File: config.mk
export PLATFORM = sky130hd
export DESIGN_NAME = e1_slot_timer
export DESIGN_NICKNAME = d
export VERILOG_FILES = /design/src/rtl/e1t_pkg.sv /design/src/rtl/e1t_counter.sv /design/src/rtl/e1t_mask.sv /design/src/rtl/e1t_sync_gen.sv /design/src/rtl/e1_slot_timer.sv
export SDC_FILE = /design/constraint.sdc
export NUM_CORES = 1
export LEC_CHECK = 0
export ABC_AREA = 0
export BUFFER_PORTS_ARGS = -buffer_cell sky130_fd_sc_hd__buf_2
export CAP_MARGIN = 20
export CORE_MARGIN = 8
export CORE_UTILIZATION = 58
export CTS_CLUSTER_DIAMETER = 30
export DETAILED_ROUTE_END_ITERATION = 10
export GPL_ROUTABILITY_DRIVEN = 0
export HOLD_SLACK_MARGIN = 0.06
export PLACE_DENSITY = 0.78
export REMOVE_ABC_BUFFERS = 1
export SETUP_SLACK_MARGIN = 0.1
export SYNTH_ARGS = -nofsm -noshare
export SYNTH_HDL_FRONTEND = slang
export SYNTH_SLANG_ARGS = --single-unit
File: constraint.sdc
create_clock -name clk -period 1.8 [get_ports clk]
set_clock_uncertainty 0.2 [all_clocks]
set_input_delay 0.09 -clock clk [delete_from_list [all_inputs] [get_ports clk]]
set_output_delay 0.09 -clock clk [all_outputs]
set_load 0.05 [all_outputs]
File: src/rtl/e1t_pkg.sv
// Package e1t_pkg: shared E1 geometry defaults for the slot timer.
// Assumes a frame of fixed-size slots and a power-of-two friendly layout.
package e1t_pkg;
    localparam int E1_BITS   = 8;   // bits per time slot
    localparam int E1_SLOTS  = 32;  // time slots per frame
    localparam int E1_FRAMES = 16;  // frames per multiframe
endpackage

File: src/rtl/e1t_counter.sv
// e1t_counter: nested bit / slot / frame position counters.
// Advances one bit per clock; a reload returns to the first bit of slot 0,
// and also to frame 0 when reload_frame is set. Assumes BITS, SLOTS, FRAMES >= 2.
module e1t_counter #(
    parameter int BITS   = 8,
    parameter int SLOTS  = 32,
    parameter int FRAMES = 16,
    localparam int BW = $clog2(BITS),
    localparam int SW = $clog2(SLOTS),
    localparam int FW = $clog2(FRAMES)
) (
    input  logic          clk,
    input  logic          rst_n,
    input  logic          reload,
    input  logic          reload_frame,
    output logic [BW-1:0] bit_q,
    output logic [SW-1:0] slot_q,
    output logic [FW-1:0] frm_q
);
    localparam logic [BW-1:0] BIT_LAST  = BW'(BITS - 1);
    localparam logic [SW-1:0] SLOT_LAST = SW'(SLOTS - 1);
    localparam logic [FW-1:0] FRM_LAST  = FW'(FRAMES - 1);

    // Position update: reset, external realignment, or normal advance.
    always_ff @(posedge clk) begin
        if (!rst_n) begin
            bit_q  <= '0;
            slot_q <= '0;
            frm_q  <= '0;
        end else if (reload) begin
            bit_q  <= '0;
            slot_q <= '0;
            if (reload_frame) begin
                frm_q <= '0;
            end
        end else if (bit_q == BIT_LAST) begin
            bit_q <= '0;
            if (slot_q == SLOT_LAST) begin
                slot_q <= '0;
                frm_q  <= (frm_q == FRM_LAST) ? '0 : frm_q + 1'b1;
            end else begin
                slot_q <= slot_q + 1'b1;
            end
        end else begin
            bit_q <= bit_q + 1'b1;
        end
    end
endmodule

File: src/rtl/e1t_mask.sv
// e1t_mask: per-slot gate mask, one flop per slot, single-entry writes.
// A write lands at the clock edge where mask_we is high; reset clears all.
module e1t_mask #(
    parameter int SLOTS = 32,
    localparam int SW = $clog2(SLOTS)
) (
    input  logic             clk,
    input  logic             rst_n,
    input  logic             we,
    input  logic [SW-1:0]    addr,
    input  logic             wdata,
    output logic [SLOTS-1:0] mask_q
);
    for (genvar i = 0; i < SLOTS; i++) begin : g_cell
        // Store one slot's gate bit when it is addressed.
        always_ff @(posedge clk) begin
            if (!rst_n) begin
                mask_q[i] <= 1'b0;
            end else if (we && addr == SW'(i)) begin
                mask_q[i] <= wdata;
            end
        end
    end
endmodule

File: src/rtl/e1t_sync_gen.sv
// e1t_sync_gen: decodes the frame/multiframe strobe and the realignment
// request from the current position and the two mode bits. Pure logic.
module e1t_sync_gen #(
    parameter int BW = 3,
    parameter int SW = 5,
    parameter int FW = 4
) (
    input  logic          cfg_sync_in,
    input  logic          cfg_mf_sel,
    input  logic          sync_in,
    input  logic [BW-1:0] bit_q,
    input  logic [SW-1:0] slot_q,
    input  logic [FW-1:0] frm_q,
    output logic          sync_out,
    output logic          reload,
    output logic          reload_frame
);
    logic frame_mark;
    logic mf_mark;

    // Strobe decode: frame start, optionally qualified by frame 0.
    always_comb begin
        frame_mark   = (bit_q == '0) && (slot_q == '0);
        mf_mark      = frame_mark && (frm_q == '0);
        sync_out     = !cfg_sync_in && (cfg_mf_sel ? mf_mark : frame_mark);
        reload       = cfg_sync_in && sync_in;
        reload_frame = cfg_mf_sel;
    end
endmodule

File: src/rtl/e1_slot_timer.sv
// e1_slot_timer: E1 bit/slot/frame timing with channel clock, channel gate
// and frame or multiframe strobe. One clock edge equals one line bit.
// Assumes mask writes and mode bits are synchronous to clk.
module e1_slot_timer
    import e1t_pkg::*;
#(
    parameter int BITS   = E1_BITS,
    parameter int SLOTS  = E1_SLOTS,
    parameter int FRAMES = E1_FRAMES,
    localparam int BW = $clog2(BITS),
    localparam int SW = $clog2(SLOTS),
    localparam int FW = $clog2(FRAMES)
) (
    input  logic          clk,
    input  logic          rst_n,
    input  logic          cfg_sync_in,
    input  logic          cfg_mf_sel,
    input  logic          sync_in,
    input  logic          mask_we,
    input  logic [SW-1:0] mask_addr,
    input  logic          mask_wdata,
    output logic [BW-1:0] bit_idx,
    output logic [SW-1:0] slot_idx,
    output logic [FW-1:0] frame_idx,
    output logic          chan_clk,
    output logic          chan_blk,
    output logic          sync_out
);
    localparam logic [BW-1:0] LSB_POS = BW'(BITS - 1);

    logic             reload;
    logic             reload_frame;
    logic [SLOTS-1:0] mask_vec;

    e1t_counter #(.BITS(BITS), .SLOTS(SLOTS), .FRAMES(FRAMES)) u_cnt (
        .clk          (clk),
        .rst_n        (rst_n),
        .reload       (reload),
        .reload_frame (reload_frame),
        .bit_q        (bit_idx),
        .slot_q       (slot_idx),
        .frm_q        (frame_idx)
    );

    e1t_mask #(.SLOTS(SLOTS)) u_mask (
        .clk    (clk),
        .rst_n  (rst_n),
        .we     (mask_we),
        .addr   (mask_addr),
        .wdata  (mask_wdata),
        .mask_q (mask_vec)
    );

    e1t_sync_gen #(.BW(BW), .SW(SW), .FW(FW)) u_sync (
        .cfg_sync_in  (cfg_sync_in),
        .cfg_mf_sel   (cfg_mf_sel),
        .sync_in      (sync_in),
        .bit_q        (bit_idx),
        .slot_q       (slot_idx),
        .frm_q        (frame_idx),
        .sync_out     (sync_out),
        .reload       (reload),
        .reload_frame (reload_frame)
    );

    // Channel strobes: LSB marker and the current slot's gate bit.
    always_comb begin
        chan_clk = (bit_idx == LSB_POS);
        chan_blk = mask_vec[slot_idx];
    end
endmodule

==> results.py <==
metrics = {
    "drt": {
        "routed_via_density": 5.96,
        "drt_iter0_markers": 134,
        "detail-route-antenna-nets": 0,
        "vias": 2211,
        "avgRoutedWirePerCell_um": 16.2,
        "first_pass_iters": 4,
        "route.detailed.drc": 0,
        "finalWirelength_mm": 5.99,
    },
    "synthesis": {
        "synth_fa_ha_area_share_pct": 4.02,
        "synth_compound_area_share_pct": 12.5,
        "ys_seq_area_share_pct": 35.4,
        "synth_xor_area_share_pct": 0.352,
        "syn-mean-instance-area_um2": 8.90,
        "synth_edf_count": 0,
        "yosys_warnings": 0,
        "ys_async_sr_fraction_pct": 0,
        "ys_ff_latch": 44,
        "synthMuxAreaShare_pct": 14.9,
        "postSynthCellCount": 280,
        "synthSimpleGateAreaFrac_pct": 27.9,
        "netlist_area_um2": 2490,
        "synth_top_family_by_area": "simple AND/OR/NAND/NOR gates",
        "ys.flop_type": "dfxtp_1",
        "ys_types": 42,
    },
    "clock_network": {
        "cts_tree": "built",
        "cts.sinks": 44,
        "cts_made_buffers": 5,
        "htree_levels": 2,
        "clk-insertion-delay-late_ns": 0.30,
        "clkTransAtPathRegs_ns": 0.08,
        "root_buffer": "clkbuf_8",
        "clk_path_buf_depth": 2,
    },
    "grt": {
        "antenna_found_initial": 0,
        "grt_max_degree": 33,
        "grt_pass1_wl_mm": 9.69,
        "grt_usage_pct": 18.6,
        "grt_pass1_vias": 2101,
        "grt-ovfl-total": 0,
    },
    "floorplanning": {
        "initial_core_util_pct": 58.8,
        "die_w_um": 81.5,
        "die_h_um": 81.5,
        "ios": 27,
        "die_area_um2": 6650,
        "row_count": 24,
        "core_area_um2": 4230,
    },
    "cells_and_area": {
        "layout.nets": 338,
        "multi_input_area_um2": 1610,
        "antenna_cells": 0,
        "ff_latch_area_um2": 888,
        "fillCellCount": 343,
        "syn2layout_area_growth_pct": 20.5,
        "drive_gt1_share_pct": 27.0,
    },
    "place": {
        "dp_hpwl_mm": 4.02,
        "numPortBuffers": 26,
    },
    "worst_hold_path": {
        "hold_class": "in -> reg",
    },
    "critical_path": {
        "crit_type": "reg -> out",
        "endpoint_kind": "output port",
        "crit_path_start_kind": "register",
        "path_max_fanout": 6,
        "crit_required_ns": 1.51,
        "rrSetupSlack_ns": -0.12,
        "crit_arrival_ns": 1.88,
    },
    "timing": {
        "fin_setup_tns_ns": -0.836,
        "fmax_ghz": 0.461,
        "rsz0062_at_grt": "true",
        "period_share_pct": 120,
        "worst_pin_slew_ns": 0.549,
        "maxSlewViolCount": 0,
        "maxSlewHeadroom_pct": 63.4,
        "min_period_ns": 2.17,
        "setup_violations": 5,
        "hold_viol": 0,
        "worst_slack_ns": -0.367,
    },
    "status": {
        "status": "finished, violations left",
        "violations": "setup timing",
    },
    "power_and_ir_drop": {
        "p_total_mw": 1.82,
        "vdd_drop_max_mv": 0.396,
        "leakagePower_nw": 1.13,
        "p_per_area_nw_per_um2": 607,
    },
    "flow_run": {
        "maxCapViolations": 0,
    },
}
==> worst max-delay path, cell delays in order (launching register included) <==
cell       delay, ns
dfxtp_4         0.40
mux4_2          0.54
a2111oi_4       0.32
a22oi_2         0.14
buf_6           0.17
==> state kept, by name, indices dropped and copies added (netlist names) <==
register and flops:
u_mask.mask_q 32, u_cnt.bit_q 3, u_cnt.frm_q 4, u_cnt.slot_q 5
==> cell families (layout without fill, tap and decap cells) <==
group,count (synthesis),count (layout)
buffers and inverters,24,63
AND/OR/NAND/NOR,129,129
AO/OA/AOI/OAI,45,45
XOR/XNOR,1,1
adder cells (fa/ha/maj),8,8
flip-flops,44,44
multiplexers,29,29
==> path summary, 6_finish.rpt <==
| kind | startpoint | endpoint | depth (start not counted) |
|---|---|---|---|
| min | mask_addr[4] | u_mask.mask_q[16] | 4 |
| min reg2reg | u_cnt.bit_q[0] | u_cnt.bit_q[0] | 1 |
| max | u_cnt.slot_q[1] | chan_blk | 4 |
| max reg2reg | u_cnt.slot_q[1] | u_cnt.slot_q[2] | 8 |
==> cell usage after synthesis (3+ instances only) <==
cell type | number | area (µm²)
dfxtp_1 | 44 | 881
nand2_1 | 34 | 128
nor2_1 | 23 | 86.3
mux2i_1 | 22 | 220
a21boi_0 | 21 | 158
nor2b_1 | 17 | 106
nand3_1 | 16 | 80.1
o21ai_0 | 13 | 65.1
clkbuf_1 | 8 | 30.0
ha_1 | 8 | 100
nor3_1 | 7 | 35.0
inv_1 | 6 | 22.5
nor3b_1 | 6 | 45.0
buf_2 | 5 | 25.0
mux4_1 | 4 | 105
nand4_1 | 4 | 25.0
nor4_1 | 4 | 25.0
a22oi_1 | 3 | 22.5
and3_1 | 3 | 18.8
and4bb_2 | 3 | 37.5
buf_4 | 3 | 22.5
nand4b_1 | 3 | 26.3
==> cell usage in the layout (no fill, tap or decap), types with 3 or more instances in the layout <==
cell / count
and4bb_2: 3
nor3_1: 6
nand4_1: 4
inv_1: 5
mux2i_1: 22
ha_1: 4
nor2_1: 23
nor2b_1: 17
buf_2: 23
dfxtp_2: 3
nand4b_1: 3
nand2_1: 34
a21boi_0: 20
o21ai_0: 13
nor3b_2: 3
nor3b_1: 3
clkbuf_8: 6
dlygate4sd3_1: 3
dfxtp_1: 40
buf_4: 21
mux4_1: 3
nand3_1: 16
==> through the flow <==
step	utilization [%]	hold slack, ns	instances	instance area (µm²)	setup WS, ns
after global routing	70.9	0.0957	371	3000	-0.436
final	70.9	0.0830	371	3000	-0.367
after global placement	64.2	0.251	358	2720	-0.181
after detailed placement	64.2	0.260	358	2720	-0.234
after floorplan	-	0.0182	262	2390	-0.890
after CTS	69.7	0.0736	371	2950	-0.355
==> per-layer routing <==
metal | up-vias | GRT usage [%] | share of wire (%)
met4 | 0 | 6.96 | 1.6
met3 | 10 | 4.38 | 6.0
li1 | 1074 | - | -
met1 | 1060 | 21.7 | 44
met2 | 67 | 32.1 | 48
met5 | - | 0 | 0
==> power breakdown <==
part           internal, mW  switching, mW
clock                 0.313          0.332
sequential            0.980        0.00711
combinational        0.0672          0.122
==> cell type report <==
class | instances | area share [%]
Clock buffer | 8 | 3.00
Inverter | 6 | 0.750
Multi-Input combinational cell | 212 | 53.7
Sequential cell | 44 | 29.6
Tap cell | 52 | 2.17
Timing Repair Buffer | 49 | 10.8
==> timing repair <==
action / 4_1_cts / 5_1_grt
setup endpoints to repair: 11 / 10
resized for setup: 21 / 14
endpoints found under the hold margin: 2 / 0
setup buffers: 2 / 0
pin swaps: 3 / 3
hold buffers: 3 / 0
No activity file was read; power rests on OpenSTA's default activity.
